File: config.mk
export PLATFORM = sky130hd
export DESIGN_NAME = uart_regbank_baud
export DESIGN_NICKNAME = d
export VERILOG_FILES = /design/src/rtl/uart_rb_pkg.sv /design/src/rtl/uart_rb_regs.sv /design/src/rtl/uart_rb_baudgen.sv /design/src/rtl/uart_regbank_baud.sv
export SDC_FILE = /design/constraint.sdc
export NUM_CORES = 1
export LEC_CHECK = 0
export CORE_ASPECT_RATIO = 1.5
export CORE_MARGIN = 2
export CORE_UTILIZATION = 62
export CTS_CLUSTER_SIZE = 20
export DETAILED_ROUTE_END_ITERATION = 12
export DONT_BUFFER_PORTS = 1
export PLACE_DENSITY_LB_ADDON = 0.25
export SYNTH_ARGS = -nofsm -noshare
export SYNTH_HDL_FRONTEND = slang
export SYNTH_SLANG_ARGS = --single-unit
File: constraint.sdc
create_clock -name clk -period 4.8 [get_ports clk]
set_input_delay 0 -clock clk [delete_from_list [all_inputs] [get_ports clk]]
set_output_delay 0 -clock clk [all_outputs]
set_load 0.005 [all_outputs]
File: src/rtl/uart_rb_pkg.sv
`timescale 1ns/1ps
package uart_rb_pkg;

    // Register offsets whose meaning the other logic depends on
    localparam int OFS_DATA = 0;   // data path, or divisor low byte when access bit set
    localparam int OFS_IEN  = 1;   // interrupt enable, or divisor high byte when access bit set
    localparam int OFS_LCTL = 3;   // line control
    localparam int ACC_BIT  = 7;   // divisor access bit inside line control

    typedef enum logic [0:0] {
        BG_HALT = 1'b0,
        BG_RUN  = 1'b1
    } baud_state_e;

endpackage

File: src/rtl/uart_rb_regs.sv
`timescale 1ns/1ps
module uart_rb_regs
    import uart_rb_pkg::*;
#(
    parameter int ADDR_W = 3,
    parameter int DATA_W = 8,
    parameter int DIV_W  = 16
) (
    input  logic              clk,
    input  logic              rst_n,
    input  logic [ADDR_W-1:0] bus_addr,
    input  logic              bus_wr,
    input  logic              bus_rd,
    input  logic [DATA_W-1:0] bus_wdata,
    input  logic [DATA_W-1:0] rx_data,
    output logic [DATA_W-1:0] bus_rdata,
    output logic              rx_rd_stb,
    output logic              tx_wr_stb,
    output logic [DATA_W-1:0] lctl_q,
    output logic [DIV_W-1:0]  div_stage
);

    localparam int DIV_BYTES = DIV_W / DATA_W;

    logic              acc;
    logic              hit_data;
    logic [DATA_W-1:0] ien_q;

    assign acc      = lctl_q[ACC_BIT];
    assign hit_data = (bus_addr == ADDR_W'(OFS_DATA)) && !acc;

    // One staging byte per divisor slice; slice i is at offset i while the access bit is set
    for (genvar gi = 0; gi < DIV_BYTES; gi++) begin : g_div
        always_ff @(posedge clk or negedge rst_n) begin
            if (!rst_n) begin
                div_stage[gi*DATA_W +: DATA_W] <= '0;
            end else if (bus_wr && acc && (bus_addr == ADDR_W'(gi))) begin
                div_stage[gi*DATA_W +: DATA_W] <= bus_wdata;
            end
        end
    end

    always_ff @(posedge clk or negedge rst_n) begin
        if (!rst_n) begin
            lctl_q <= '0;
        end else if (bus_wr && (bus_addr == ADDR_W'(OFS_LCTL))) begin
            lctl_q <= bus_wdata;
        end
    end

    always_ff @(posedge clk or negedge rst_n) begin
        if (!rst_n) begin
            ien_q <= '0;
        end else if (bus_wr && !acc && (bus_addr == ADDR_W'(OFS_IEN))) begin
            ien_q <= bus_wdata;
        end
    end

    always_comb begin
        bus_rdata = '0;
        if (acc && (int'(bus_addr) < DIV_BYTES)) begin
            bus_rdata = div_stage[int'(bus_addr)*DATA_W +: DATA_W];
        end else if (bus_addr == ADDR_W'(OFS_DATA)) begin
            bus_rdata = rx_data;
        end else if (bus_addr == ADDR_W'(OFS_IEN)) begin
            bus_rdata = ien_q;
        end else if (bus_addr == ADDR_W'(OFS_LCTL)) begin
            bus_rdata = lctl_q;
        end
    end

    assign rx_rd_stb = bus_rd && hit_data;
    assign tx_wr_stb = bus_wr && hit_data;

endmodule

File: src/rtl/uart_rb_baudgen.sv
`timescale 1ns/1ps
module uart_rb_baudgen
    import uart_rb_pkg::*;
#(
    parameter int DIV_W = 16
) (
    input  logic             clk,
    input  logic             rst_n,
    input  logic             acc,
    input  logic [DIV_W-1:0] div_stage,
    output logic             baud_en,
    output logic [DIV_W-1:0] act_div
);

    baud_state_e      state_q, state_d;
    logic [DIV_W-1:0] cnt_q, cnt_d;
    logic [DIV_W-1:0] act_q, act_d;

    // State register process
    always_ff @(posedge clk or negedge rst_n) begin
        if (!rst_n) begin
            state_q <= BG_HALT;
            cnt_q   <= '0;
            act_q   <= '0;
        end else begin
            state_q <= state_d;
            cnt_q   <= cnt_d;
            act_q   <= act_d;
        end
    end

    // Next state and outputs
    always_comb begin
        state_d = state_q;
        cnt_d   = cnt_q;
        act_d   = act_q;
        baud_en = 1'b0;
        unique case (state_q)
            BG_HALT: begin
                if (!acc && (div_stage != '0)) begin      // START
                    act_d   = div_stage;
                    cnt_d   = div_stage;
                    state_d = BG_RUN;
                end
            end
            BG_RUN: begin
                if (cnt_q == DIV_W'(1)) begin
                    baud_en = 1'b1;
                    if (acc) begin                         // RELOAD, old divisor
                        cnt_d = act_q;
                    end else begin
                        act_d = div_stage;
                        if (div_stage == '0) begin         // STOP
                            state_d = BG_HALT;
                        end else begin                     // RELOAD, staged divisor
                            cnt_d = div_stage;
                        end
                    end
                end else begin
                    cnt_d = cnt_q - DIV_W'(1);
                end
            end
            default: state_d = BG_HALT;
        endcase
    end

    assign act_div = act_q;

endmodule

File: src/rtl/uart_regbank_baud.sv
`timescale 1ns/1ps
module uart_regbank_baud
    import uart_rb_pkg::*;
#(
    parameter int ADDR_W = 3,
    parameter int DATA_W = 8
) (
    input  logic              clk,
    input  logic              rst_n,
    input  logic [ADDR_W-1:0] bus_addr,
    input  logic              bus_wr,
    input  logic              bus_rd,
    input  logic [DATA_W-1:0] bus_wdata,
    output logic [DATA_W-1:0] bus_rdata,
    input  logic [DATA_W-1:0] rx_data,
    output logic              rx_rd_stb,
    output logic              tx_wr_stb,
    output logic [DATA_W-1:0] tx_data,
    output logic              baud_en
);

    localparam int DIV_W = 2 * DATA_W;

    logic [DATA_W-1:0] lctl_val;
    logic [DIV_W-1:0]  div_stage;
    logic [DIV_W-1:0]  act_div;

    uart_rb_regs #(
        .ADDR_W (ADDR_W),
        .DATA_W (DATA_W),
        .DIV_W  (DIV_W)
    ) regs_i (
        .clk       (clk),
        .rst_n     (rst_n),
        .bus_addr  (bus_addr),
        .bus_wr    (bus_wr),
        .bus_rd    (bus_rd),
        .bus_wdata (bus_wdata),
        .rx_data   (rx_data),
        .bus_rdata (bus_rdata),
        .rx_rd_stb (rx_rd_stb),
        .tx_wr_stb (tx_wr_stb),
        .lctl_q    (lctl_val),
        .div_stage (div_stage)
    );

    uart_rb_baudgen #(
        .DIV_W (DIV_W)
    ) bgen_i (
        .clk       (clk),
        .rst_n     (rst_n),
        .acc       (lctl_val[ACC_BIT]),
        .div_stage (div_stage),
        .baud_en   (baud_en),
        .act_div   (act_div)
    );

    assign tx_data = bus_wdata;

endmodule

-- Word level (Yosys, flattened, before mapping)
Index checks and enable logic that the tools add are counted.
Widths: inputs -> output; s select.
- register bits: 65
- reduce and logical (&&, ||, !) cells: 17
- shift-type cells: 1
- eq/ne operators: 7
- magnitude comparators: 1
- bitwise gates (word level): 1
- mux-type cells: 19
- add/subtract/negate cells: 1
- operators by type and width (kind ; count):
    $mux 16 ; 6
    $pmux 16 s2 ; 2
    $mux 8 ; 4
    $eq 16x1->1 const B ; 1
    $logic_not 16->1 ; 1
    $reduce_bool 16->1 ; 1
    $shiftx 16x7->8 ; 1
    $sub 16x1->16 const B ; 1
    $logic_and 1x1->1 ; 11
    $mux 1 ; 6
    $ne 2x2->1 const B ; 2
    $ne 4x4->1 const B ; 1
    $eq 3x1->1 const B ; 1
    $eq 3x2->1 const B ; 1
    $logic_not 3->1 ; 1
    $lt 3x2->1 const B ; 1
    $reduce_and 3->1 ; 1
    $ne 2x1->1 const B ; 1
    $pmux 1 s2 ; 1
    $reduce_and 2->1 ; 1
    $logic_not 1->1 ; 1
    $not 1->1 ; 1

-- Logic depth before layout (Yosys ltp)
Gate-level depths: netlist of run 1.
- depth in word-level cells: 5
- gate-level depth with buffers: 9
- mapped depth without buffers: 8

-- By module
Synthesis of run 1 repeated with hierarchy kept, for this count alone.
- cells, all modules: 348
- area total of the unflattened synthesis: 3849.9 um^2
- modules (own cells, without submodules) (module ; instances ; cells each ; sequential area each (um^2) ; area an instance (um^2)):
    uart_rb_baudgen ; 1 ; 212 ; 825.8 ; 2102.0
    uart_rb_regs ; 1 ; 128 ; 800.8 ; 1687.9
    uart_regbank_baud ; 1 ; 8 ; 0.0 ; 60.1

-- Worst setup path before layout of run 1
No wires, ideal clock.
- path kind: register -> register
- start point: reg bgen_i.cnt_q[1]
- end point: reg bgen_i.act_q[10], in the netlist bgen_i.act_div[10]
- setup time: 0.125 ns
- data required time: 4.675 ns
- arrival time: 1.878 ns
- stages on the path, launching flop included: 9
- slack: 2.797 ns
- cell sequence: dfrtp_1 -> inv_1 -> ha_1 -> nor4b_1 -> nand4_1 -> nor3_1 -> a21oi_4 -> buf_6 -> mux2_4
- longest elaborated chain between the ends: 3
- RTL lines (item ; line ; RTL):
    start, declared ; uart_rb_baudgen.sv:16 ; logic [DIV_W-1:0] cnt_q, cnt_d;
    start signal, assigned ; uart_rb_baudgen.sv:27 ; cnt_q <= cnt_d;
    $eq 16x1->1 ; uart_rb_baudgen.sv:47 ; if (cnt_q == DIV_W'(1)) begin
    $ne 2x2->1 (no line) ; n/a ;
    $reduce_and 3->1 (no line) ; n/a ;
    end signal, assigned ; uart_rb_baudgen.sv:28 ; act_q <= act_d;
    end, declared ; uart_rb_baudgen.sv:17 ; logic [DIV_W-1:0] act_q, act_d;
No other way between the ends.
A chain may end at the register's enable or synchronous reset.

-- Worst setup path after layout of run 1
- start point: reg bgen_i.cnt_q[1]
- end point: reg bgen_i.cnt_q[5]
- longest elaborated chain between the ends: 3
- elaborated cells between the ends (all ways): 6
- those cells by class: 1 x add/sub; 2 x eq/ne; 2 x mux; 1 x reduce/logical
- RTL lines (item ; line):
    $sub 16x1->16 or $eq 16x1->1 (tied branches) ; uart_rb_baudgen.sv:60, uart_rb_baudgen.sv:47
    $mux 16 or $ne 4x4->1 (tied branches) ; n/a
    $pmux 16 s2 or $reduce_and 2->1 (tied branches) ; n/a
Parallel ways exist; a longest one is shown, timed or not.

==> metrics.csv, run 1 <==
metric;value;unit
fillers;444;
worstMarginPinSlew;0.999;ns
synth_nets;357;
cp_max_fo;20;
hpwl;5.93;mm
ant_nets;0;
max_freq;0.336;GHz
cts_root_buffer;clkbuf_8;
grt_pass1_wl;14.1;mm
die_h;97.6;microns
drt-met1-wl;3.38;mm
drt_iter0_drc;165;
io-pin-count;42;
top_layer_used;met4;
layout.cells.non_filler;406;
gr-total-overflow;0;
synth-seq-cells;65;
dr.pass1.iters;5;
routed-via-count;2642;
tns;0;ns
clk_latency;0.35;ns
synth-edff-count;0;
diodes;0;
area_growth;7.81;%
hold_class;in2out;
numCtsBuffers;9;
syn_inst;332;
clk_path_buf_depth;2;
worstSetupPathType;reg2reg;
ir_worst_vdd;0.320;mV
required;5.03;ns
path_cells;inv_1 -> ha_1 -> nor4b_1 -> nand4_1 -> o21a_4 -> nor2_4 -> inv_2 -> o22a_1;
core_area;0.00574;sq mm
vias_per_cell;6.51;
layout_commonest_cell;dfrtp_1;
synth.distinct_cells;57;
start_util;0.631;
cap_violations;0;
status;finished, final reports clean;
start_kind;flip-flop;
mappedNetlistArea;0.00362;sq mm
wl;8.50;mm
die-area;0.00648;sq mm
rsz0062_at_grt;no;
synthArstFlopShare;1.00;
ctsResizeCount;0;
cp-end-kind;flip-flop;
cp.arrival;3.21;ns
power.leakage;1.69;nW
clock_sinks;65;
post_route_cells_drive_above_1_share;0.222;
synth_seq_area_share;0.449;
htree_levels;3;
grt_max_degree;66;
layout_common_cells;65 x dfrtp_1, 38 x mux2_2, 23 x a21oi_1, 20 x nor2_1, 16 x nand2_1;
path_clk_slew;0.07;ns
place_congestion;0.896;
skew;0.00570;ns
grt_usage;0.288;
wl_per_cell;20.9;microns
power.density;497;mW/mm^2
finalMaxSlewViolations;0;
slew_headroom;0.334;
hold_violations;0;
portBuffers;0;
route.met3.wl;369;microns
die_x;66.4;microns
slowest_stage;nand4_1;
fin_util;0.680;
antenna_found_initial;0;
finalCriticalPeriod;2.98;ns
drc;0;
cts_tree;done;
rows;34;
critPathMaxStageDelay;0.69;ns
post_synth.cell_area_avg;10.9;sq um
grt_pass1_vias;2776;
place_inst;381;
fin_crit_sh;0.621;
cp_num_buf_inv;2;
finalSetupViolCount;0;
ys.flop_type;dfrtp_1;
met2_length;4.51;mm
num-nets-final;355;
cp_top_family;simple AND/OR/NAND/NOR gates;
yosysWarningCount;0;
## cell type report
cell class              instances  area, sq um  share of cell area
well taps                      72         90.1              0.0231
multi-input cells             230         1810               0.464
clock buffers                  13          159              0.0407
flip-flops and latches         65         1630               0.417
repair buffers                 12          133              0.0340
clock inverters                 2         37.5             0.00962
inverters                      12         45.0              0.0115
## sequential cells by signal, indices dropped and copies added, names as in the netlist
name and count:
bgen_i.cnt_q 16, regs_i.div_stage 16, bgen_i.state_q 1, bgen_i.act_div 16, regs_i.lctl_q 8, regs_i.ien_q 8
## synthesized netlist by cell type, drive strengths merged (4+ instances only)
| library cell | instances | share of area |
|---|---|---|
| dfrtp | 65 | 0.45 |
| inv | 11 | 0.011 |
| a21oi | 24 | 0.036 |
| a22o | 4 | 0.0097 |
| nor3b | 8 | 0.018 |
| o21ai | 7 | 0.0097 |
| o22ai | 9 | 0.016 |
| nand3b | 6 | 0.012 |
| nor2 | 22 | 0.026 |
| nor3 | 11 | 0.015 |
| buf | 14 | 0.026 |
| clkbuf | 11 | 0.011 |
| nor4 | 8 | 0.020 |
| xnor2 | 6 | 0.015 |
| mux2i | 13 | 0.036 |
| mux2 | 48 | 0.16 |
| nand2 | 16 | 0.017 |
| o32ai | 6 | 0.015 |
## worst paths after layout
| path | from | slack [ns] | cells after the start | to |
|---|---|---|---|---|
| min reg2reg | bgen_i.act_div[0]$_DFFE_PN0P_ | 0.50 | 1 | bgen_i.act_div[0]$_DFFE_PN0P_ |
| max reg2reg | bgen_i.cnt_q[1]$_DFFE_PN0P_ | 1.82 | 8 | bgen_i.cnt_q[5]$_DFFE_PN0P_ |
| min in group asynchronous | rst_n | 0.21 | 2 | bgen_i.cnt_q[3]$_DFFE_PN0P_ |
| min | bus_wdata[1] | 0.000002 | 0 | tx_data[1] |
| max in group asynchronous | rst_n | 4.31 | 2 | bgen_i.cnt_q[10]$_DFFE_PN0P_ |
| max | bgen_i.cnt_q[1]$_DFFE_PN0P_ | 1.82 | 8 | bgen_i.cnt_q[5]$_DFFE_PN0P_ |
## metal layers
metal  global-route usage  up-vias
met5                    0        -
met4                0.130        0
met3               0.0730       26
met2                0.481       91
met1                0.341     1313
li1                     -     1212
## report_power, final
part | internal [mW] | switching (mW) | leakage [nW]
clock network | 0.266 | 0.209 | 0.0957
logic | 0.282 | 0.253 | 0.780
registers | 0.708 | 0.222 | 0.812
## per-stage QoR
step                      setup slack (ns)  hold WS, ns  power [mW]  instance area (sq um)
final                                 1.82   0.00000218        1.94                   3900
after global routing                  1.58   0.00000710        2.04                   3900
after CTS                             1.84    0.0000455        1.93                   3900
after detailed placement              1.85       -0.294        1.44                   3590
after global placement                1.98       -0.294        1.42                   3590
after floorplan                       2.80       -0.296        1.29                   3620
## cells by family after synthesis
family,after synthesis,synth area share
adders and majority gates,2,0.00691
DFF,65,0.449
AOI/OAI and AO/OA,68,0.130
xor gates and xnor gates,8,0.0194
muxes,62,0.202
buffers and inverters,37,0.0501
and+or+nand+nor,90,0.143
## what timing repair did
action | CTS | global route
hold buffers | 10 | 0
endpoints found under the hold margin | 97 | 0
setup buffers | 0 | 0
endpoints found under the setup margin | 0 | 0
No activity file was read; power rests on OpenSTA's default activity.
==> run 2: changes to the inputs <==
==> constraint.sdc (replaced) <==
create_clock -name clk -period 3 [get_ports clk]
set_input_delay 0 -clock clk [delete_from_list [all_inputs] [get_ports clk]]
set_output_delay 0 -clock clk [all_outputs]
set_load 0.005 [all_outputs]
==> run 2 against run 1 <==
Against the previous run:
- setup slack lost 1.4 ns
- sequential power grew 59%
- global-route usage grew 0.25 points
- count of clock-buffer cells in the layout shrank 2
- sequential share of layout area shrank 0.24 points
- via count shrank 0.68%
- total power grew 59%
- maximum frequency grew 16%
- highest routed layer unchanged
- combinational power grew 59%
- largest power group unchanged
- critical path type unchanged
==> metrics.csv, run 2 (synthesized netlist as in run 1, its figures left out) <==
metric;value;unit
status;finished, final reports clean;
io-pin-count;42;
hold_class;in2out;
design_area;0.00393;sq mm
r2r_end;bgen_i.act_div[7]$_DFFE_PN0P_;
grt_pass1_wl;14.3;mm
cap_violations;0;
worstSetupPathType;reg2reg;
start_kind;flip-flop;
hold_end;tx_data[3];
core_area;0.00574;sq mm
pre_cts_slack;0.465;ns
fin_crit_sh;0.859;
setup_ws;0.422;ns
place_congestion;0.862;
worstMarginPinSlew;0.746;ns
diodes;0;
multiInputGateArea;0.00181;sq mm
portBuffers;0;
area_growth;8.43;%
rsz0062_at_grt;no;
power.density;785;mW/mm^2
hpwl;6.04;mm
cp_max_fo;16;
skew;0.0108;ns
seqCellArea;0.00163;sq mm
routed-via-count;2624;
reg2reg_slack;0.42;ns
die-area;0.00648;sq mm
num-nets-final;358;
drc;0;
gr-total-overflow;0;
vias_per_cell;6.40;
post_route_cells_drive_above_1_share;0.234;
finalPower;3.08;mW
ant_nets;0;
antenna_found_initial;0;
fillers;473;
grt_max_degree;66;
die_x;66.4;microns
wl_per_cell;20.4;microns
max_freq;0.388;GHz
r2r-start;bgen_i.cnt_q[1]$_DFFE_PN0P_;
hold_violations;0;
drt_iter0_drc;172;
postCtsSetupBuffers;0;
cts_root_buffer;clkbuf_8;
cp-end-kind;flip-flop;
power.leakage;1.70;nW
start_util;0.631;
layout_commonest_cell;dfrtp_1;
finalCriticalPeriod;2.58;ns
grt_usage;0.291;
clk_path_buf_depth;2;
dr.pass1.iters;4;
tns;0;ns
die_h;97.6;microns
hp-start;bus_wdata[3];
hold_slack;0.00000230;ns
clock_sinks;65;
cts_tree;done;
layout_common_cells;65 x dfrtp_1, 38 x mux2_2, 23 x a21oi_1, 20 x nor2_1, 16 x nand2_1;
post_dp_cell_area;0.00361;sq mm
min_path_cells;0;
finalSetupViolCount;0;
htree_levels;3;
grt_pass1_vias;2854;
cp.arrival;2.81;ns
wl;8.37;mm
numCtsBuffers;9;
path_clk_slew;0.07;ns
clk_latency;0.35;ns
slew_headroom;0.501;
required;3.23;ns
finalMaxSlewViolations;0;
reg2regPathDepth;7;
rows;34;
ir_worst_vdd;0.500;mV
## run 2: changes by cell type in the layout (fill, tap and decap cells not counted)
cell | before | now
buf_4 | 2 | 5
clkbuf_1 | 2 | 1
clkbuf_8 | 11 | 10
clkinv_2 | 0 | 2
clkinvlp_4 | 1 | 2
## run 2: layer usage
metal / up-vias / share of wire / track usage
met5: - / 0 / 0
met4: 0 / 0.028 / 0.126
met2: 88 / 0.54 / 0.494
met1: 1295 / 0.39 / 0.356
li1: 1222 / - / -
met3: 19 / 0.045 / 0.0475
## run 2: area by class of cell
cell class                 instances  share of cell area
inverter                          12              0.0115
tap                               72              0.0229
multi-input combinational        230               0.462
clock buffer                      11              0.0360
sequential                        65               0.414
clock inverter                     5              0.0140
timing repair buffer              15              0.0395
## run 2: how the worst max path moves through the flow
stage,from,end,slack (ns),cells past startpoint
after floorplan,bgen_i.cnt_q[1]$_DFFE_PN0P_,bgen_i.act_div[10]$_DFFE_PN0P_,1.0,8
after global placement,bgen_i.cnt_q[1]$_DFFE_PN0P_,bgen_i.act_div[10]$_DFFE_PN0P_,0.60,7
after detailed placement,bgen_i.cnt_q[1]$_DFFE_PN0P_,bgen_i.act_div[7]$_DFFE_PN0P_,0.46,7
after CTS,bgen_i.cnt_q[1]$_DFFE_PN0P_,bgen_i.act_div[7]$_DFFE_PN0P_,0.44,7
after global routing,bgen_i.cnt_q[1]$_DFFE_PN0P_,bgen_i.cnt_q[11]$_DFFE_PN0P_,0.21,8
final,bgen_i.cnt_q[1]$_DFFE_PN0P_,bgen_i.act_div[7]$_DFFE_PN0P_,0.42,7
## run 2: timing repair
item / 4_1_cts / 5_1_grt
hold endpoints to repair: 97 / 0
hold buffers: 10 / 0
resized for setup: 0 / 0
## run 2: report_power, final
| part | switching, mW | internal [mW] |
|---|---|---|
| registers | 0.346 | 1.13 |
| logic | 0.391 | 0.461 |
| clock network | 0.347 | 0.404 |
## run 2: critical path, stage by stage, from the launching register on
cell     delay, ns
dfrtp_1       0.41
inv_1         0.11
ha_1          0.19
nor4b_1       0.34
nand4_1       0.43
nor3_1        0.43
a21oi_4       0.19
mux2_4        0.35
## run 2: stage by stage
step                 util  std cells
finish              0.684        410
global route        0.684        410
detailed placement  0.629        384
CTS                 0.684        410
global placement    0.629        384
floorplan               -        332
==> run 3: changes to the inputs <==
==> constraint.sdc (replaced) <==
create_clock -name clk -period 3.09 [get_ports clk]
set_input_delay 0 -clock clk [delete_from_list [all_inputs] [get_ports clk]]
set_output_delay 0 -clock clk [all_outputs]
set_load 0.005 [all_outputs]
==> run 3 against run 2 <==
Against the previous run:
- core utilization increased by 0.11 points
- sequential power is 3% lower
- global-route usage down 0.31 points
- critical endpoint is now bgen_i.act_div[9]$_DFFE_PN0P_
- largest power group unchanged
==> metrics.csv, run 3 (synthesized netlist as in run 1, its figures left out) <==
metric;value;unit
antenna_found_initial;0;
critPathMaxStageDelay;0.42;ns
cap_violations;0;
worstMarginPinSlew;0.757;ns
core_area;0.00574;sq mm
design_area;0.00393;sq mm
routed-via-count;2613;
htree_levels;3;
ir_worst_vdd;0.470;mV
wl_per_cell;20.3;microns
finalCriticalPeriod;2.51;ns
slew_headroom;0.491;
ctsResizeCount;0;
postCtsSetupBuffers;0;
vias_per_cell;6.37;
max_freq;0.398;GHz
tns;0;ns
cts_tree;done;
layout_commonest_cell;dfrtp_1;
required;3.32;ns
skew;0.00943;ns
finalSetupViolCount;0;
gr-total-overflow;0;
layout_common_cells;65 x dfrtp_1, 38 x mux2_2, 23 x a21oi_1, 20 x nor2_1, 16 x nand2_1;
status;finished, final reports clean;
start_util;0.631;
start_kind;flip-flop;
pre_cts_slack;0.630;ns
worstSetupPathType;reg2reg;
place_congestion;0.971;
fin_crit_sh;0.813;
die_x;66.4;microns
area_growth;8.60;%
path_clk_slew;0.07;ns
ant_nets;0;
rows;34;
portBuffers;0;
hold_violations;0;
clock_sinks;65;
dr.pass1.iters;5;
num-nets-final;359;
path_cells;inv_1 -> ha_1 -> nor4b_1 -> nand4_1 -> nor3_1 -> a21oi_4 -> mux2_4;
finalMaxSlewViolations;0;
cts_root_buffer;clkbuf_8;
slowest_stage;dfrtp_1;
wl;8.33;mm
rsz0062_at_grt;no;
grt_pass1_vias;2785;
power.leakage;1.71;nW
cp_max_fo;16;
numCtsBuffers;9;
diodes;0;
grt_usage;0.287;
cp-end-kind;flip-flop;
drc;0;
cts_hold_buf;10;
hpwl;5.94;mm
power.density;762;mW/mm^2
clk_latency;0.35;ns
io-pin-count;42;
grt_max_degree;66;
cp.arrival;2.74;ns
die-area;0.00648;sq mm
drt_iter0_drc;239;
hold_class;in2out;
grt_pass1_wl;14.1;mm
post_route_cells_drive_above_1_share;0.234;
fillers;447;
setup_ws;0.576;ns
die_h;97.6;microns
clk_path_buf_depth;2;
post_dp_cell_area;0.00362;sq mm
==> run 3: cell types whose count changed in the layout (fill, tap and decap cells not counted) <==
| cell | change |
|---|---|
| buf_4 | +1 |
| clkbuf_8 | +1 |
| clkinvlp_4 | -2 |
==> run 3: power breakdown <==
group,internal (mW),switching [mW],total [mW]
combinational,0.446,0.382,0.828
clock,0.410,0.314,0.724
sequential,1.10,0.344,1.44
==> run 3: per-layer routing <==
metal,up-vias,global-route usage,share of wire
met4,0,0.108,0.020
li1,1223,-,-
met3,19,0.0579,0.040
met2,79,0.485,0.55
met1,1292,0.356,0.39
met5,-,0,0
==> run 3: layout make-up <==
cell class / instances / area (sq um) / area share
Timing Repair Buffer: 16 / 163 / 0.0414
Clock buffer: 12 / 155 / 0.0395
Clock inverter: 3 / 40.0 / 0.0102
Inverter: 12 / 45.0 / 0.0115
Sequential cell: 65 / 1630 / 0.414
Tap cell: 72 / 90.1 / 0.0229
Multi-Input combinational cell: 230 / 1810 / 0.461
==> run 3: metrics by stage <==
stage                     cells   util  hold slack, ns  total power, mW
after global routing        410  0.685      0.00000657             3.17
after detailed placement    385  0.630          -0.293             2.24
after CTS                   410  0.685       0.0000461             3.00
final                       410  0.685      0.00000263             3.00
after floorplan             332      -          -0.296             2.01
after global placement      385  0.630          -0.294             2.21
==> run 3: worst paths after layout <==
path	end	from	cells after the start	slack (ns)
setup reg to reg	bgen_i.act_div[9]$_DFFE_PN0P_	bgen_i.cnt_q[1]$_DFFE_PN0P_	7	0.58
hold reg to reg	bgen_i.act_div[14]$_DFFE_PN0P_	bgen_i.act_div[14]$_DFFE_PN0P_	1	0.51
setup / recovery	bgen_i.act_div[9]$_DFFE_PN0P_	bgen_i.cnt_q[1]$_DFFE_PN0P_	7	0.58
min in group asynchronous	bgen_i.cnt_q[3]$_DFFE_PN0P_	rst_n	2	0.19
max in group asynchronous	regs_i.div_stage[6]$_DFFE_PN0P_	rst_n	2	2.62
hold / removal	tx_data[3]	bus_wdata[3]	0	0.000003
==> run 3: critical path: cells and delay by family (launching register included) <==
family                     cells  cell delay [ns]
and+or+nand+nor                3             1.12
AOI/OAI and AO/OA              1             0.19
muxes                          1             0.35
DFF                            1             0.42
buffers and inverters          1             0.12
adders and majority gates      1             0.20
